$ cat src/rtl/tw_ctrl_pkg.sv
`timescale 1ns/1ps
package tw_ctrl_pkg;
  localparam int unsigned TW_DIV_W       = 14;
  localparam int unsigned TW_SW_W        = 4;
  localparam int unsigned TW_REF_DIV_W   = 10;
  localparam int unsigned TW_REF_DIV_VAL = 512;
  localparam int unsigned TW_NUM_LINES   = 3;

  typedef enum int unsigned {
    LINE_SDA = 0,
    LINE_SCL = 1,
    LINE_ENA = 2
  } tw_line_e;
endpackage

$ cat src/rtl/tw_line_sync.sv
`timescale 1ns/1ps
module tw_line_sync #(
  parameter int unsigned NUM_LINES = 3,
  parameter int unsigned STAGES    = 2
) (
  input  logic                 clk,
  input  logic                 rst_n,
  input  logic [NUM_LINES-1:0] line_i,
  output logic [NUM_LINES-1:0] level_o,
  output logic [NUM_LINES-1:0] rise_o,
  output logic [NUM_LINES-1:0] fall_o
);
  localparam int unsigned DEPTH = STAGES + 1;

  for (genvar g = 0; g < NUM_LINES; g++) begin : g_line
    logic [DEPTH-1:0] chain_q;
    logic [DEPTH-1:0] chain_d;

    always_comb begin
      chain_d = {chain_q[DEPTH-2:0], line_i[g]};
    end

    always_ff @(posedge clk or negedge rst_n) begin
      if (!rst_n) chain_q <= '0;
      else        chain_q <= chain_d;
    end

    // chain_q[STAGES-1] is the synchronized level, chain_q[STAGES] its previous value
    assign level_o[g] = chain_q[STAGES-1];
    assign rise_o[g]  = chain_q[STAGES-1] & ~chain_q[STAGES];
    assign fall_o[g]  = ~chain_q[STAGES-1] & chain_q[STAGES];
  end
endmodule

$ cat src/rtl/tw_bit_collector.sv
`timescale 1ns/1ps
module tw_bit_collector #(
  parameter int unsigned WORD_BITS = 18,
  parameter int unsigned CNT_W     = 5
) (
  input  logic                 clk,
  input  logic                 rst_n,
  input  logic                 ena_level_i,
  input  logic                 ena_rise_i,
  input  logic                 scl_fall_i,
  input  logic                 sda_i,
  output logic [WORD_BITS-1:0] shreg_o,
  output logic [CNT_W-1:0]     count_o,
  output logic                 exact_o
);
  localparam logic [CNT_W-1:0] SAT_VAL  = CNT_W'(WORD_BITS + 1);
  localparam logic [CNT_W-1:0] GOOD_VAL = CNT_W'(WORD_BITS);

  logic [WORD_BITS-1:0] sh_q, sh_d;
  logic [CNT_W-1:0]     cnt_q, cnt_d;
  logic                 shift_en;
  logic                 cnt_en;

  assign shift_en = scl_fall_i & ena_level_i & ~ena_rise_i;
  assign cnt_en   = ena_rise_i | (shift_en & (cnt_q != SAT_VAL));

  always_comb begin
    sh_d = {sh_q[WORD_BITS-2:0], sda_i};
  end

  always_comb begin
    if (ena_rise_i) cnt_d = '0;
    else            cnt_d = cnt_q + CNT_W'(1);
  end

  always_ff @(posedge clk or negedge rst_n) begin
    if (!rst_n)        sh_q <= '0;
    else if (shift_en) sh_q <= sh_d;
  end

  always_ff @(posedge clk or negedge rst_n) begin
    if (!rst_n)      cnt_q <= '0;
    else if (cnt_en) cnt_q <= cnt_d;
  end

  assign shreg_o = sh_q;
  assign count_o = cnt_q;
  assign exact_o = (cnt_q == GOOD_VAL);


  cnt_saturates_chk: assert property (@(posedge clk) disable iff (!rst_n)
    cnt_q <= SAT_VAL);


  cnt_restart_chk: assert property (@(posedge clk) disable iff (!rst_n)
    ena_rise_i |=> (cnt_q == '0));


  idle_clock_ignored_chk: assert property (@(posedge clk) disable iff (!rst_n)
    (scl_fall_i && !ena_level_i) |=> ($stable(cnt_q) && $stable(sh_q)));
endmodule

$ cat src/rtl/tw_word_latch.sv
`timescale 1ns/1ps
module tw_word_latch #(
  parameter int unsigned DIV_W = 14,
  parameter int unsigned SW_W  = 4
) (
  input  logic                    clk,
  input  logic                    rst_n,
  input  logic                    load_i,
  input  logic [DIV_W+SW_W-1:0]   word_i,
  output logic [DIV_W-1:0]        div_o,
  output logic [SW_W-1:0]         sw_o,
  output logic                    zero_o,
  output logic                    valid_o
);
  logic [DIV_W-1:0] div_q, div_d;
  logic [SW_W-1:0]  sw_q, sw_d;
  logic             zero_q, zero_d;
  logic             valid_q;

  always_comb begin
    div_d  = word_i[DIV_W+SW_W-1:SW_W];
    sw_d   = word_i[SW_W-1:0];
    zero_d = (word_i[DIV_W+SW_W-1:SW_W] == '0);
  end

  always_ff @(posedge clk or negedge rst_n) begin
    if (!rst_n) begin
      div_q  <= '0;
      sw_q   <= '0;
      zero_q <= 1'b1;
    end else if (load_i) begin
      div_q  <= div_d;
      sw_q   <= sw_d;
      zero_q <= zero_d;
    end
  end

  always_ff @(posedge clk or negedge rst_n) begin
    if (!rst_n) valid_q <= 1'b0;
    else        valid_q <= load_i;
  end

  assign div_o   = div_q;
  assign sw_o    = sw_q;
  assign zero_o  = zero_q;
  assign valid_o = valid_q;


  valid_single_chk: assert property (@(posedge clk) disable iff (!rst_n)
    valid_q |=> !valid_q);


  zero_flag_chk: assert property (@(posedge clk) disable iff (!rst_n)
    zero_q == (div_q == '0));
endmodule

$ cat src/rtl/tw_ctrl_rx.sv
`timescale 1ns/1ps
module tw_ctrl_rx
  import tw_ctrl_pkg::*;
#(
  parameter int unsigned DIV_W       = TW_DIV_W,
  parameter int unsigned SW_W        = TW_SW_W,
  parameter int unsigned SYNC_STAGES = 2
) (
  input  logic                    clk,
  input  logic                    rst_n,
  input  logic                    sda_i,
  input  logic                    scl_i,
  input  logic                    ena_i,
  output logic [DIV_W-1:0]        div_ratio_o,
  output logic [SW_W-1:0]         switch_o,
  output logic                    pll_disable_o,
  output logic                    word_valid_o,
  output logic [TW_REF_DIV_W-1:0] ref_div_o,
  output logic                    cp_high_o
);
  localparam int unsigned WORD_BITS = DIV_W + SW_W;
  localparam int unsigned CNT_W     = $clog2(WORD_BITS + 2);

  // reset: asserted asynchronously, released on the clock
  logic rst_meta_q, rst_sync_q;
  always_ff @(posedge clk or negedge rst_n) begin
    if (!rst_n) begin
      rst_meta_q <= 1'b0;
      rst_sync_q <= 1'b0;
    end else begin
      rst_meta_q <= 1'b1;
      rst_sync_q <= rst_meta_q;
    end
  end

  logic [TW_NUM_LINES-1:0] lines, lvl, rise, fall;
  assign lines[LINE_SDA] = sda_i;
  assign lines[LINE_SCL] = scl_i;
  assign lines[LINE_ENA] = ena_i;

  tw_line_sync #(.NUM_LINES(TW_NUM_LINES), .STAGES(SYNC_STAGES)) u_sync (
    .clk(clk), .rst_n(rst_sync_q), .line_i(lines),
    .level_o(lvl), .rise_o(rise), .fall_o(fall)
  );

  logic [WORD_BITS-1:0] shreg;
  logic [CNT_W-1:0]     count;
  logic                 exact;
  logic                 commit;

  tw_bit_collector #(.WORD_BITS(WORD_BITS), .CNT_W(CNT_W)) u_collect (
    .clk(clk), .rst_n(rst_sync_q),
    .ena_level_i(lvl[LINE_ENA]), .ena_rise_i(rise[LINE_ENA]),
    .scl_fall_i(fall[LINE_SCL]), .sda_i(lvl[LINE_SDA]),
    .shreg_o(shreg), .count_o(count), .exact_o(exact)
  );

  assign commit = fall[LINE_ENA] & exact;

  tw_word_latch #(.DIV_W(DIV_W), .SW_W(SW_W)) u_latch (
    .clk(clk), .rst_n(rst_sync_q), .load_i(commit), .word_i(shreg),
    .div_o(div_ratio_o), .sw_o(switch_o), .zero_o(pll_disable_o),
    .valid_o(word_valid_o)
  );

  assign ref_div_o = TW_REF_DIV_W'(TW_REF_DIV_VAL);
  assign cp_high_o = 1'b1;


  bad_count_keeps_chk: assert property (@(posedge clk) disable iff (!rst_sync_q)
    (fall[LINE_ENA] && (count != CNT_W'(WORD_BITS))) |=>
      ($stable(div_ratio_o) && $stable(switch_o) && !word_valid_o));


  good_count_loads_chk: assert property (@(posedge clk) disable iff (!rst_sync_q)
    (fall[LINE_ENA] && (count == CNT_W'(WORD_BITS))) |=>
      (word_valid_o && (div_ratio_o == $past(shreg[WORD_BITS-1:SW_W]))));
endmodule

$ cat config.mk
export PLATFORM = sky130hd
export DESIGN_NAME = tw_ctrl_rx
export DESIGN_NICKNAME = d
export VERILOG_FILES = /design/src/rtl/tw_ctrl_pkg.sv /design/src/rtl/tw_line_sync.sv /design/src/rtl/tw_bit_collector.sv /design/src/rtl/tw_word_latch.sv /design/src/rtl/tw_ctrl_rx.sv
export SDC_FILE = /design/constraint.sdc
export NUM_CORES = 1
export LEC_CHECK = 0
export BUFFER_PORTS_ARGS = -buffer_cell sky130_fd_sc_hd__clkbuf_2
export CAP_MARGIN = 40
export CORE_ASPECT_RATIO = 0.5
export CORE_MARGIN = 2
export CORE_UTILIZATION = 25
export DETAILED_ROUTE_END_ITERATION = 16
export GPL_ROUTABILITY_DRIVEN = 0
export RECOVER_POWER = 25
export SLEW_MARGIN = 20
export SYNTH_ARGS = -nofsm -noshare
export SYNTH_HDL_FRONTEND = slang
export SYNTH_HIERARCHICAL = 1
export SYNTH_SLANG_ARGS = --single-unit
$ cat constraint.sdc
create_clock -name clk -period 4.1 [get_ports clk]
set_input_delay 0.615 -clock clk [delete_from_list [all_inputs] [get_ports clk]]
set_output_delay 0.615 -clock clk [all_outputs]
set_load 0.05 [all_outputs]
Yosys cells after proc, flatten, opt, wreduce, memory -nomap -nowiden
Cells that the tools add are included. Widths: inputs -> output; s select.

Eq/ne operators: 2. Add/sub/neg operators: 1. Bitwise operators: 12. Reduce and logical (&&, ||, !) cells: 1. Mux-type cells: 1.

Operators by type and width (count): $logic_not 14->1 (1); $and 1x1->1 (7); $add 5x1->5 const B (1); $eq 5x5->1 const B (1); $mux 5 (1); $ne 5x5->1 const B (1); $not 1->1 (4); $or 1x1->1 (1).

Bits of input ports: 5. Register bits after elaboration: 53. Output and inout port bits: 31. Logic and storage cells: 28.

Logic depth before layout (Yosys ltp)
Depth after elaboration: 6. Depth in mapped cells: 7. Gate-level depth less buffers: 6.

Hierarchy
The synthesis kept the hierarchy.

By module, submodules not included: tw_bit_collector (instances 1, area an instance 1027.2 um2, seq. area each 575.6 um2, cells an instance 70); tw_word_latch (instances 1, area an instance 770.7 um2, seq. area each 501.7 um2, cells an instance 46); tw_line_sync (instances 1, area an instance 285.3 um2, seq. area each 225.2 um2, cells an instance 18); tw_ctrl_rx (instances 1, area an instance 146.4 um2, seq. area each 50.0 um2, cells an instance 16).

Worst setup path after synthesis
OpenSTA, ideal clock, no wires.

Path type: register to register. Start: register u_sync.g_line[2].chain_q[1]. End: register u_collect.sh_q[0] (netlist: u_collect/shreg_o[0]). Path slack: 2.556 ns. Stages on the path, launching flop included: 7. Setup time: 0.125 ns. Required time: 3.975 ns. Clock period less this slack: 1.544 ns. Buffers on the path: 3. Arrival time: 1.419 ns. Cell sequence: dfrtp_1 -> nor2b_1 -> buf_6 -> or2_1 -> buf_6 -> buf_12 -> mux2_4.

Cells in the longest elaborated chain, start to end: 3. Elaborated cells on any way between the ends: 4. Those cells by class: bitwise (4).

RTL lines: start: declaration (line tw_line_sync.sv:16) `logic [DEPTH-1:0] chain_q;`; start signal: assignment (line tw_line_sync.sv:25) `else chain_q <= chain_d;`; $and 1x1->1 (line tw_line_sync.sv:30) `assign rise_o[g] = chain_q[STAGES-1] & ~chain_q[STAGES];`; named net rise[2] (line tw_ctrl_rx.sv:36) `logic [TW_NUM_LINES-1:0] lines, lvl, rise, fall;`; $not 1->1 (line tw_bit_collector.sv:24) `assign shift_en = scl_fall_i & ena_level_i & ~ena_rise_i;`; $and 1x1->1 (line tw_bit_collector.sv:24); end signal: assignment (line tw_bit_collector.sv:37) `if (!rst_n) sh_q <= '0;`; end signal: assignment (line tw_bit_collector.sv:38) `else if (shift_en) sh_q <= sh_d;`; end: declaration (line tw_bit_collector.sv:19) `logic [WORD_BITS-1:0] sh_q, sh_d;`.

The timed path passes the listed nets, and every way through them passes these cells. A chain may end at the register's enable or synchronous reset.

Final worst setup path
Start: register u_collect.cnt_q[3] (netlist: u_collect/count_o[3]). End: register u_latch.div_q[5] (netlist: u_latch/div_o[5]).

Cells in the longest elaborated chain, start to end: 2.

RTL lines: start: declaration (line tw_bit_collector.sv:20) `logic [CNT_W-1:0] cnt_q, cnt_d;`; start signal: assignment (line tw_bit_collector.sv:43) `else if (cnt_en) cnt_q <= cnt_d;`; $eq 5x5->1 (line tw_bit_collector.sv:48) `assign exact_o = (cnt_q == GOOD_VAL);`; named net exact (line tw_ctrl_rx.sv:48) `logic exact;`; $and 1x1->1 (line tw_ctrl_rx.sv:58) `assign commit = fall[LINE_ENA] & exact;`; named net commit (line tw_ctrl_rx.sv:49) `logic commit;`; end signal: assignment (line tw_word_latch.sv:32) `div_q <= div_d;`; end: declaration (line tw_word_latch.sv:15) `logic [DIV_W-1:0] div_q, div_d;`.

The timed path passes the listed nets, and every way through them passes these cells.

==> run metrics <==
Least-Margin Pin Slew 0.9590 ns; CP startpoint kind register; I/O Buffers 24; Post-CTS Setup Repair Bufs 0; total power 1.078 mW; worst-path fanout max 12; Post-CTS Hold Fix Bufs 0; Int Power 0.8272 mW; Final Hold Fails 0; fmax 524.5 MHz; Global Route Usage Sum 0.08040; # rows 24; vias per cell 3.907; Worst path slowest cell and2_1; metal2 WL 1.654 mm; antenna diode count 0; wl on met1 1.510 mm; clock period minus worst slack 1.907 ns; Clock Power Share 0.368; synthesized area 0.002178 mm^2; final slew viol count 0; top sig layer met4; VDD IR max 0.1474 mV; first drt pass iteration count 4; WL/cell 11.64 um; initial antenna violation count 0; Setup TNS 0 ns; total core area 0.008588 mm^2; grt total ovfl 0; footprint of the multi-input gates 721.9 um^2; Die W 136.0 um; Slew HR 0.3607; worst-case clock buffer depth 2; clk slew on worst S/H paths 0.06 ns; Leakage Power 1.267 nW; H-tree depth 2; Top Family by Delay on Critical Path simple AND/OR/NAND/NOR gates; yosys warns 6; final worst path period share 0.4650; vias in the first global route 1163; reported net switching power 0.2508 mW; pwr/cell area 429.3 mW/mm^2; Fillers 861; Synth Instances 145; DRC 0; nets@finish 178; clk sinks 53; Gate power share 0.081; critical path, cell by cell nor2b_1 > and3_1 > and2_1 > buf_8 > mux2_2; synthesis-to-finish area growth 15.28%; dpl hpwl 2.446 mm; RSZ-0062 raised after global routing no; CTS root buffer clkbuf_16; Crit. End Element register; Die Y-Extent 70.01 um; sequential fraction of design power 0.551; CTS resizes 0; Max Cap Viol 0; ANT nets after route 0; final setup vio count 0; status completed; first-pass GRT wire length 5.961 mm; Syn Area/Cell 15.02 um^2; Storage cell area 0.001328 mm^2; Total Wirelength 3.364 mm; Initial Util 0.2536; pin count of the biggest net entering global routing 30; Detail Route met3 WL 147 um; Clk Latency, worst-skew pair 0.28 ns; Via Count 1129; CP arrival 2.08 ns; final core area utilization 0.2924; CP peak stage delay 0.42 ns; # IOs 36; clock buffer count from CTS 5; Crit Path Category reg2reg; CTS tree done; die area 0.009521 mm^2; Bufs and invs on worst path 1; switch share 0.2327; DR iter-0 viols 33; Worst EP required 4.27 ns; Final Skew 0.004682 ns; type of the worst min-delay path in2async; layout cells sized above 1 0.4186
## worst paths after layout
check,slack [ns],from,end,cells after the start
setup / recovery,2.19,u_collect/count_o[3],u_latch/div_o[5],5
hold / removal,0.11,rst_n,rst_meta_q,1
min in group clk,0.35,u_sync/g_line[0].chain_q[0],u_sync/g_line[0].chain_q[1],0
hold reg to reg,0.35,u_sync/g_line[0].chain_q[0],u_sync/g_line[0].chain_q[1],0
max in group asynchronous,2.96,rst_sync_q,u_latch/zero_o,1
setup reg to reg,2.19,u_collect/count_o[3],u_latch/div_o[5],5
## power by group through the flow
stage	Clock, mW	Combinational [mW]	Sequential, mW
5_1_grt	0.436	0.0973	0.602
6_report	0.397	0.0872	0.594
3_3_place_gp	0	0.0771	0.608
4_1_cts	0.414	0.0889	0.594
2_1_floorplan	0	0.0846	0.595
3_5_place_dp	0	0.0885	0.604
## area by class of cell
| type | count | area share |
|---|---|---|
| Sequential cell | 53 | 0.5286 |
| Multi-Input combinational cell | 82 | 0.2875 |
| Timing Repair Buffer | 27 | 0.06677 |
| Tap cell | 117 | 0.05830 |
| Clock buffer | 7 | 0.05282 |
| Clock inverter | 1 | 0.002990 |
| Inverter | 2 | 0.002990 |
## cell usage in the layout (no fill, tap or decap)
cell type and n:
mux2_4 10, inv_1 2, nor2_1 3, mux2_2 28, a31oi_1 1, nand4b_1 1
nand3b_1 1, or2_1 1, or3_1 2, o31ai_1 1, dfstp_2 1, nor2b_1 5
clkinvlp_4 1, and2_1 1, a21oi_1 2, buf_8 2, o21ai_0 2, conb_1 12
and2b_2 1, clkbuf_16 5, nor3b_2 1, dfrtp_1 52, nor4_1 3, clkbuf_2 22
nand2_1 2, and3_1 1, ha_1 2, buf_12 1, a41o_1 1, clkbuf_1 4
nand3_1 1
## layer usage
layer	vias up	global-route usage
met1	574	0.1018
met2	23	0.1290
met3	6	0.02469
met4	0	0.03125
met5	-	0
li1	526	-
## metrics by stage
stage | hold slack (ns) | instance area, um^2 | std cells | setup slack, ns
2_1_floorplan | 0.3194 | 2216 | 155 | 2.517
3_3_place_gp | 0.3312 | 2325 | 278 | 2.024
3_5_place_dp | 0.2609 | 2375 | 281 | 2.192
4_1_cts | 0.1037 | 2515 | 289 | 2.175
5_1_grt | 0.1023 | 2511 | 289 | 2.031
6_report | 0.1112 | 2511 | 289 | 2.193
## state kept, by name, indices dropped and copies added (netlist names)
| signal | flops |
|---|---|
| rst_sync_q | 1 |
| rst_meta_q | 1 |
| u_sync/g_line.chain_q | 8 |
| u_latch/sw_o | 4 |
| u_collect/count_o | 5 |
| u_latch/div_o | 14 |
| u_collect/shreg_o | 18 |
| u_latch/valid_o | 1 |
| u_latch/zero_o | 1 |
No activity file was read; power rests on OpenSTA's default activity.
